File: config.mk
export PLATFORM = sky130hd
export DESIGN_NAME = wave_capture_top
export DESIGN_NICKNAME = d
export VERILOG_FILES = /design/src/rtl/wcap_pkg.sv /design/src/rtl/wcap_ctrl.sv /design/src/rtl/wcap_dp.sv /design/src/rtl/wave_capture_top.sv
export SDC_FILE = /design/constraint.sdc
export NUM_CORES = 1
export LEC_CHECK = 0
export BUFFER_PORTS_ARGS = -buffer_cell sky130_fd_sc_hd__buf_2
export CORE_MARGIN = 2
export CORE_UTILIZATION = 45
export CTS_CLUSTER_SIZE = 40
export DETAILED_ROUTE_END_ITERATION = 7
export GPL_TIMING_DRIVEN = 0
export PLACE_DENSITY = 0.81
export REMOVE_ABC_BUFFERS = 1
export SLEW_MARGIN = 20
export SYNTH_ARGS = -nofsm -noshare
export SYNTH_HDL_FRONTEND = slang
export SYNTH_HIERARCHICAL = 1
export SYNTH_SLANG_ARGS = --single-unit
export TNS_END_PERCENT = 20
File: constraint.sdc
create_clock -name clk -period 7.8 [get_ports clk]
set_clock_uncertainty 0.2 [all_clocks]
set_input_delay 0.78 -clock clk [delete_from_list [all_inputs] [get_ports clk]]
set_output_delay 0.78 -clock clk [all_outputs]
set_load 0.03 [all_outputs]
File: src/rtl/wcap_pkg.sv
package wcap_pkg;
  localparam int SAMPLE_W = 24;
  localparam int PHASES   = 3;
  localparam int SRC_W    = 3;
  localparam int PHASE_W  = 2;
  localparam int RATE_W   = 2;

  // strobes from control to datapath
  typedef struct packed {
    logic               loadEn;
    logic [PHASE_W-1:0] laneIdx;
  } ctrl2dp_t;
endpackage

File: src/rtl/wcap_ctrl.sv
module wcap_ctrl #(
  parameter int SRC_W   = wcap_pkg::SRC_W,
  parameter int PHASE_W = wcap_pkg::PHASE_W,
  parameter int RATE_W  = wcap_pkg::RATE_W,
  parameter int PHASES  = wcap_pkg::PHASES
) (
  input  logic               clk,
  input  logic               rstN,
  input  logic               sampleValid,
  input  logic [SRC_W-1:0]   modeSrc,
  input  logic [PHASE_W-1:0] modePhase,
  input  logic [RATE_W-1:0]  modeRate,
  input  logic               irqEnable,
  input  logic               statusRead,
  output wcap_pkg::ctrl2dp_t dpCtl,
  output logic               sampleReady,
  output logic               irqN
);
  // widest divide is 2^(2^RATE_W - 1); counter holds divide-1
  localparam int CNT_W = (1 << RATE_W) - 1;

  logic [PHASE_W-1:0] prevPhase;
  logic [RATE_W-1:0]  prevRate;
  logic [CNT_W-1:0]   skipCnt;
  logic [CNT_W-1:0]   effCnt;
  logic [CNT_W-1:0]   reloadVal;
  logic [CNT_W:0]     span;
  logic               modeChanged;
  logic               srcHit;
  logic               keepNow;
  logic               readyFlag;

  assign modeChanged = (modePhase != prevPhase) || (modeRate != prevRate);
  assign srcHit      = sampleValid && (modeSrc == '0);

  always_comb begin
    span      = {{CNT_W{1'b0}}, 1'b1} << modeRate;
    reloadVal = CNT_W'(span - 1'b1);
    effCnt    = modeChanged ? '0 : skipCnt;
    keepNow   = srcHit && (effCnt == '0);
  end

  always_ff @(posedge clk) begin
    if (!rstN) begin
      prevPhase <= '0;
      prevRate  <= '0;
      skipCnt   <= '0;
    end else begin
      prevPhase <= modePhase;
      prevRate  <= modeRate;
      if (keepNow)     skipCnt <= reloadVal;
      else if (srcHit) skipCnt <= effCnt - 1'b1;
      else             skipCnt <= effCnt;
    end
  end

  // sticky flag: a new capture wins over a same-cycle read
  always_ff @(posedge clk) begin
    if (!rstN)           readyFlag <= 1'b0;
    else if (keepNow)    readyFlag <= 1'b1;
    else if (statusRead) readyFlag <= 1'b0;
  end

  always_comb begin
    dpCtl.loadEn  = keepNow;
    dpCtl.laneIdx = (int'(modePhase) >= PHASES) ? '0 : modePhase;
  end

  assign sampleReady = readyFlag;
  assign irqN        = ~(readyFlag & irqEnable);
endmodule

File: src/rtl/wcap_dp.sv
module wcap_dp #(
  parameter int SAMPLE_W = wcap_pkg::SAMPLE_W,
  parameter int PHASES   = wcap_pkg::PHASES
) (
  input  logic                             clk,
  input  logic                             rstN,
  input  wcap_pkg::ctrl2dp_t               dpCtl,
  input  logic [PHASES-1:0][SAMPLE_W-1:0]  lanes,
  output logic [SAMPLE_W-1:0]              waveData
);
  logic [SAMPLE_W-1:0] picked;
  logic [SAMPLE_W-1:0] holdReg;

  always_comb begin
    picked = lanes[0];
    for (int i = 1; i < PHASES; i++)
      if (int'(dpCtl.laneIdx) == i) picked = lanes[i];
  end

  always_ff @(posedge clk) begin
    if (!rstN)             holdReg <= '0;
    else if (dpCtl.loadEn) holdReg <= picked;
  end

  assign waveData = holdReg;
endmodule

File: src/rtl/wave_capture_top.sv
module wave_capture_top #(
  parameter int SAMPLE_W = wcap_pkg::SAMPLE_W,
  parameter int SRC_W    = wcap_pkg::SRC_W,
  parameter int PHASE_W  = wcap_pkg::PHASE_W,
  parameter int RATE_W   = wcap_pkg::RATE_W
) (
  input  logic                clk,
  input  logic                rstN,
  input  logic                sampleValid,
  input  logic [SAMPLE_W-1:0] sampA,
  input  logic [SAMPLE_W-1:0] sampB,
  input  logic [SAMPLE_W-1:0] sampC,
  input  logic [SRC_W-1:0]    modeSrc,
  input  logic [PHASE_W-1:0]  modePhase,
  input  logic [RATE_W-1:0]   modeRate,
  input  logic                irqEnable,
  input  logic                statusRead,
  output logic [SAMPLE_W-1:0] waveData,
  output logic                sampleReady,
  output logic                irqN
);
  localparam int LANES = 3;

  wcap_pkg::ctrl2dp_t              dpCtl;
  logic [LANES-1:0][SAMPLE_W-1:0]  lanes;

  assign lanes = {sampC, sampB, sampA};

  wcap_ctrl #(
    .SRC_W(SRC_W), .PHASE_W(PHASE_W), .RATE_W(RATE_W), .PHASES(LANES)
  ) u_ctrl (
    .clk(clk), .rstN(rstN), .sampleValid(sampleValid),
    .modeSrc(modeSrc), .modePhase(modePhase), .modeRate(modeRate),
    .irqEnable(irqEnable), .statusRead(statusRead),
    .dpCtl(dpCtl), .sampleReady(sampleReady), .irqN(irqN)
  );

  wcap_dp #(.SAMPLE_W(SAMPLE_W), .PHASES(LANES)) u_dp (
    .clk(clk), .rstN(rstN), .dpCtl(dpCtl), .lanes(lanes), .waveData(waveData)
  );
endmodule

# Word-level counts from Yosys, hierarchy flattened
# Index checks and enable logic that the tools add are counted.
# W data, S select, Z words.
# totals
out_inout_bits,26
register_bits,32
inputBits,84
# op_classes
eq_ne,4
n_shift,1
muxes,8
n_lt_le_gt_ge,1
n_reduce_logical,6
bitwise,2
add_sub_neg,2
# ops
op,count
$mux W24,2
$mux W3,3
$logic_not A3 Y1,2
$sub A3 B1 Y3 const B,2
$eq A2 B2 Y1 const B,2
$ne A2 B2 Y1,2
$shl A1 B2 Y3 const A,1
$ge A2 B2 Y1 const B,1
$logic_and A1 B1 Y1,2
$mux W1,2
$mux W2,1
$reduce_bool A2 Y1,1
$and A1 B1 Y1,1
$logic_or A1 B1 Y1,1
$not A1 Y1,1

# Logic depth before layout (Yosys ltp)
# logic_depth
ltp_word,6
depth_mapped,11
ltp_nobuf,9

# Hierarchy
# The synthesis kept the hierarchy.
# by_module_without_submodules
mod,cells_per_inst,area_per_inst_um2,instances
wcap_dp,137,1496.4,1
wcap_ctrl,46,457.9,1

# Least setup slack after synthesis
# Ideal clock, no wire load.
# synth_timing
path_kind,input-to-reg
startpoint,input port modePhase[1]
endpoint,register u_dp.holdReg[0] (netlist: u_dp/waveData[0])
path_slack_ns,4.884
stages,11
required_time_ns,7.467
arrival_ns,2.583
setup_time_ns,0.133
path_buffers,2
cell_sequence,xor2_1 -> nor4_4 -> nand2_1 -> ha_1 -> nand2_1 -> a21o_1 -> inv_1 -> buf_4 -> nand3b_1 -> buf_2 -> o221ai_1
# synth_between
elab_chain_cells,5
# synth_lines
element,line_no,text
start: declaration,wave_capture_top.sv:14,"input logic [PHASE_W-1:0] modePhase,"
$ne A2 B2 Y1,wcap_ctrl.sv:33,assign modeChanged = (modePhase != prevPhase) || (modeRate != prevRate);
$logic_or A1 B1 Y1,wcap_ctrl.sv:33,
$mux W3,wcap_ctrl.sv:39,effCnt = modeChanged ? '0 : skipCnt;
$logic_not A3 Y1,wcap_ctrl.sv:40,keepNow = srcHit && (effCnt == '0);
$logic_and A1 B1 Y1,wcap_ctrl.sv:40,
via u_ctrl.keepNow,wcap_ctrl.sv:30,logic keepNow;
end signal: assignment,wcap_dp.sv:22,else if (dpCtl.loadEn) holdReg <= picked;
end: declaration,wcap_dp.sv:12,logic [SAMPLE_W-1:0] holdReg;
# The timed path passes the listed nets, and every way through them passes these cells.
# A chain may end at the register's enable or synchronous reset.

==> key figures <==
Place
  – IO buf count: 109
  – Final Wtd Congestion: 0.791
  – Detailed placement HPWL: 3.36 mm
  – Placed Cells: 327
  – Worst slack, placed: 3.78 ns

STA
  – Final Hold Vio Count: 0
  – Fin crit period: 3.72 ns
  – Normalized max-slew margin: 0.334
  – Pins over their slew limit: 0
  – PnR worst setup slack: 4.08 ns
  – Final worst-path cycle share: 0.477
  – RSZ-0062 raised after global routing: false
  – Endpoints failing setup: 0
  – Fmax: 269 MHz
  – Total negative slack: 0 ns
  – Worst slew pin tran: 0.995 ns
  – Hold slack: 0.288 ns

Floorplanning
  – Initial core utilization: 0.478
  – Die W: 69.9 µm
  – IO Pins: 110
  – FP Rows: 23
  – Die Span Y: 69.9 µm
  – Die area: 4890 µm²
  – Core Region: 4090 µm²

Setup path
  – Critical path capture point type: flip-flop
  – Critical Path RT: 7.70 ns
  – CP Class: input pin to flip-flop
  – Arrival @ worst endpoint: 3.62 ns
  – Worst Path Max Fanout: 26
  – Startpoint types: input pin

Logic synthesis
  – Sequential share of the synthesized area: 0.328
  – Synth Area per Inst: 10.7 µm²
  – Synth Register Bits: 32
  – Cell taking the most area after synthesis: dfxtp_1
  – Largest cells by area after synthesis: dfxtp_1 33%, mux2i_1 25%, o221ai_1 11%
  – Main synth FF type: dfxtp_1
  – Post-synth ARST share: 0
  – Yosys cell types: 32
  – Post-synth top area share: 0.328
  – Yosys Warn Count: 6
  – Synthesized area: 1950 µm²
  – Mapped Cells: 183
  – Count of flip-flops with a built-in enable after synthesis: 0

Global routing
  – Initial antenna violation count: 0
  – Largest net degree at the start of global routing: 33
  – First-pass GRT wire length: 7.53 mm
  – Total congestion overflow: 0
  – GR Util All Layers: 0.187
  – Vias in the first global route: 1714

Route
  – DR iter-0 viols: 53
  – Post-DRT Antenna Nets: 0
  – Routed WL: 4.49 mm
  – Vias: 1838
  – Vias per cell: 5.49
  – Routed WL per cell: 13.4 µm
  – Number of detailed-route iterations in the first pass: 4
  – DRC Markers: 0

Finish
  – Layout cells sized above 1: 0.432
  – Nets@finish: 370
  – Layout fillers: 345
  – Antenna Cells: 0
  – Sequential cell area: 641 µm²
  – Layout Utilization: 0.622
  – Layout Cells excl Fill: 335
  – Most common cell after layout, fill and taps aside: buf_2
  – Area of the multi-input gates: 1170 µm²
  – Syn-to-layout area delta: 30.1%
  – Most frequent cells in the layout: 109 x buf_2, 48 x mux2i_1, 32 x dfxtp_1, 26 x nand3b_1, 24 x o221ai_1

Worst hold path
  – HP Class: flip-flop to flip-flop

CTS
  – Worst-Skew Late Latency: 0.27 ns
  – CTS sink cnt: 32
  – Root Buffer Master: clkbuf_8
  – TritonCTS clock tree: done
  – H-tree Lvls: 2
  – Worst-path clk slew: 0.06 ns
  – CTS Buffer Depth: 2
  – TritonCTS buffer count: 5
  – Post-CTS resize count: 0
  – Post-CTS setup buffer count: 0
  – Hold-fix buffers at CTS: 0

Power and ir drop
  – P_leak: 1.18 nW
  – PwrDens: 145 nW/µm²
  – Maximum VDD drop: 0.0885 mV

Outcome
  – Status: completed

Job
  – # Max-Cap Violations: 0
-- per-stage QoR --
stage / total power [mW] / area [µm²]
after CTS: 0.376 / 2540
final: 0.370 / 2540
after global placement: 0.246 / 2430
after global routing: 0.391 / 2540
after detailed placement: 0.247 / 2450
after floorplan: 0.214 / 1820
-- flip-flops by register name, summed over array words and instances (netlist names) --
register            cells
u_ctrl/prevRate         2
u_ctrl/prevPhase        2
u_ctrl/sampleReady      1
u_ctrl/skipCnt          3
u_dp/waveData          24
-- critical path: stages --
cell	delay (ns)
buf_2	0.12
xor2_1	0.16
nor4_4	0.50
nand2_1	0.15
ha_1	0.26
nand2_1	0.09
a21o_1	0.17
inv_1	0.31
nand3b_1	0.82
o221ai_1	0.23
-- cell type report --
| class | instances | share of cell area |
|---|---|---|
| multi-input combinational | 132 | 0.460 |
| sequential | 32 | 0.252 |
| timing repair buffer | 110 | 0.222 |
| clock buffer | 6 | 0.0325 |
| tap | 50 | 0.0246 |
| inverter | 3 | 0.00443 |
| clock inverter | 2 | 0.00394 |
-- cell usage after synthesis, drive strengths merged, types with 2 or more instances --
| library cell | instances |
|---|---|
| mux2i | 48 |
| dfxtp | 32 |
| nand3b | 26 |
| o221ai | 24 |
| buf | 11 |
| clkbuf | 5 |
| and2 | 4 |
| nand2 | 4 |
| xor2 | 4 |
| inv | 3 |
| nand2b | 3 |
| a21o | 2 |
| ha | 2 |
-- cell families (layout without fill, tap and decap cells) --
| family | after synthesis | after routing | share of synthesized area |
|---|---|---|---|
| mux | 48 | 48 | 0.246 |
| fa+ha+maj | 2 | 2 | 0.0128 |
| simple gates | 45 | 45 | 0.175 |
| compound gates | 33 | 33 | 0.145 |
| flops | 32 | 32 | 0.328 |
| buf+inv | 19 | 121 | 0.0749 |
| xor+xnor | 4 | 4 | 0.0179 |
-- final timing paths --
kind / from / end / slack, ns / cells past startpoint
worst max-delay path: modePhase[1] / u_dp/waveData[7] / 4.08 / 10
worst min-delay path: u_dp/waveData[11] / u_dp/waveData[11] / 0.29 / 2
worst min register to register: u_dp/waveData[11] / u_dp/waveData[11] / 0.29 / 2
worst max register to register: u_ctrl/prevPhase[1] / u_dp/waveData[7] / 4.39 / 9
-- routing by layer --
| metal | wire length [µm] | track usage | up-vias |
|---|---|---|---|
| li1 | - | - | 914 |
| met3 | 262 | 0.0346 | 5 |
| met4 | 74 | 0.0769 | 0 |
| met2 | 2170 | 0.331 | 79 |
| met5 | 0 | 0 | - |
| met1 | 1980 | 0.220 | 840 |
-- where the power goes --
group	leakage [nW]	internal (mW)	switching, mW	total, mW
sequential	0.260	0.168	0.00221	0.170
combinational	0.874	0.0358	0.0367	0.0725
clock	0.0510	0.0703	0.0566	0.127
No activity file was read; power rests on OpenSTA's default activity.
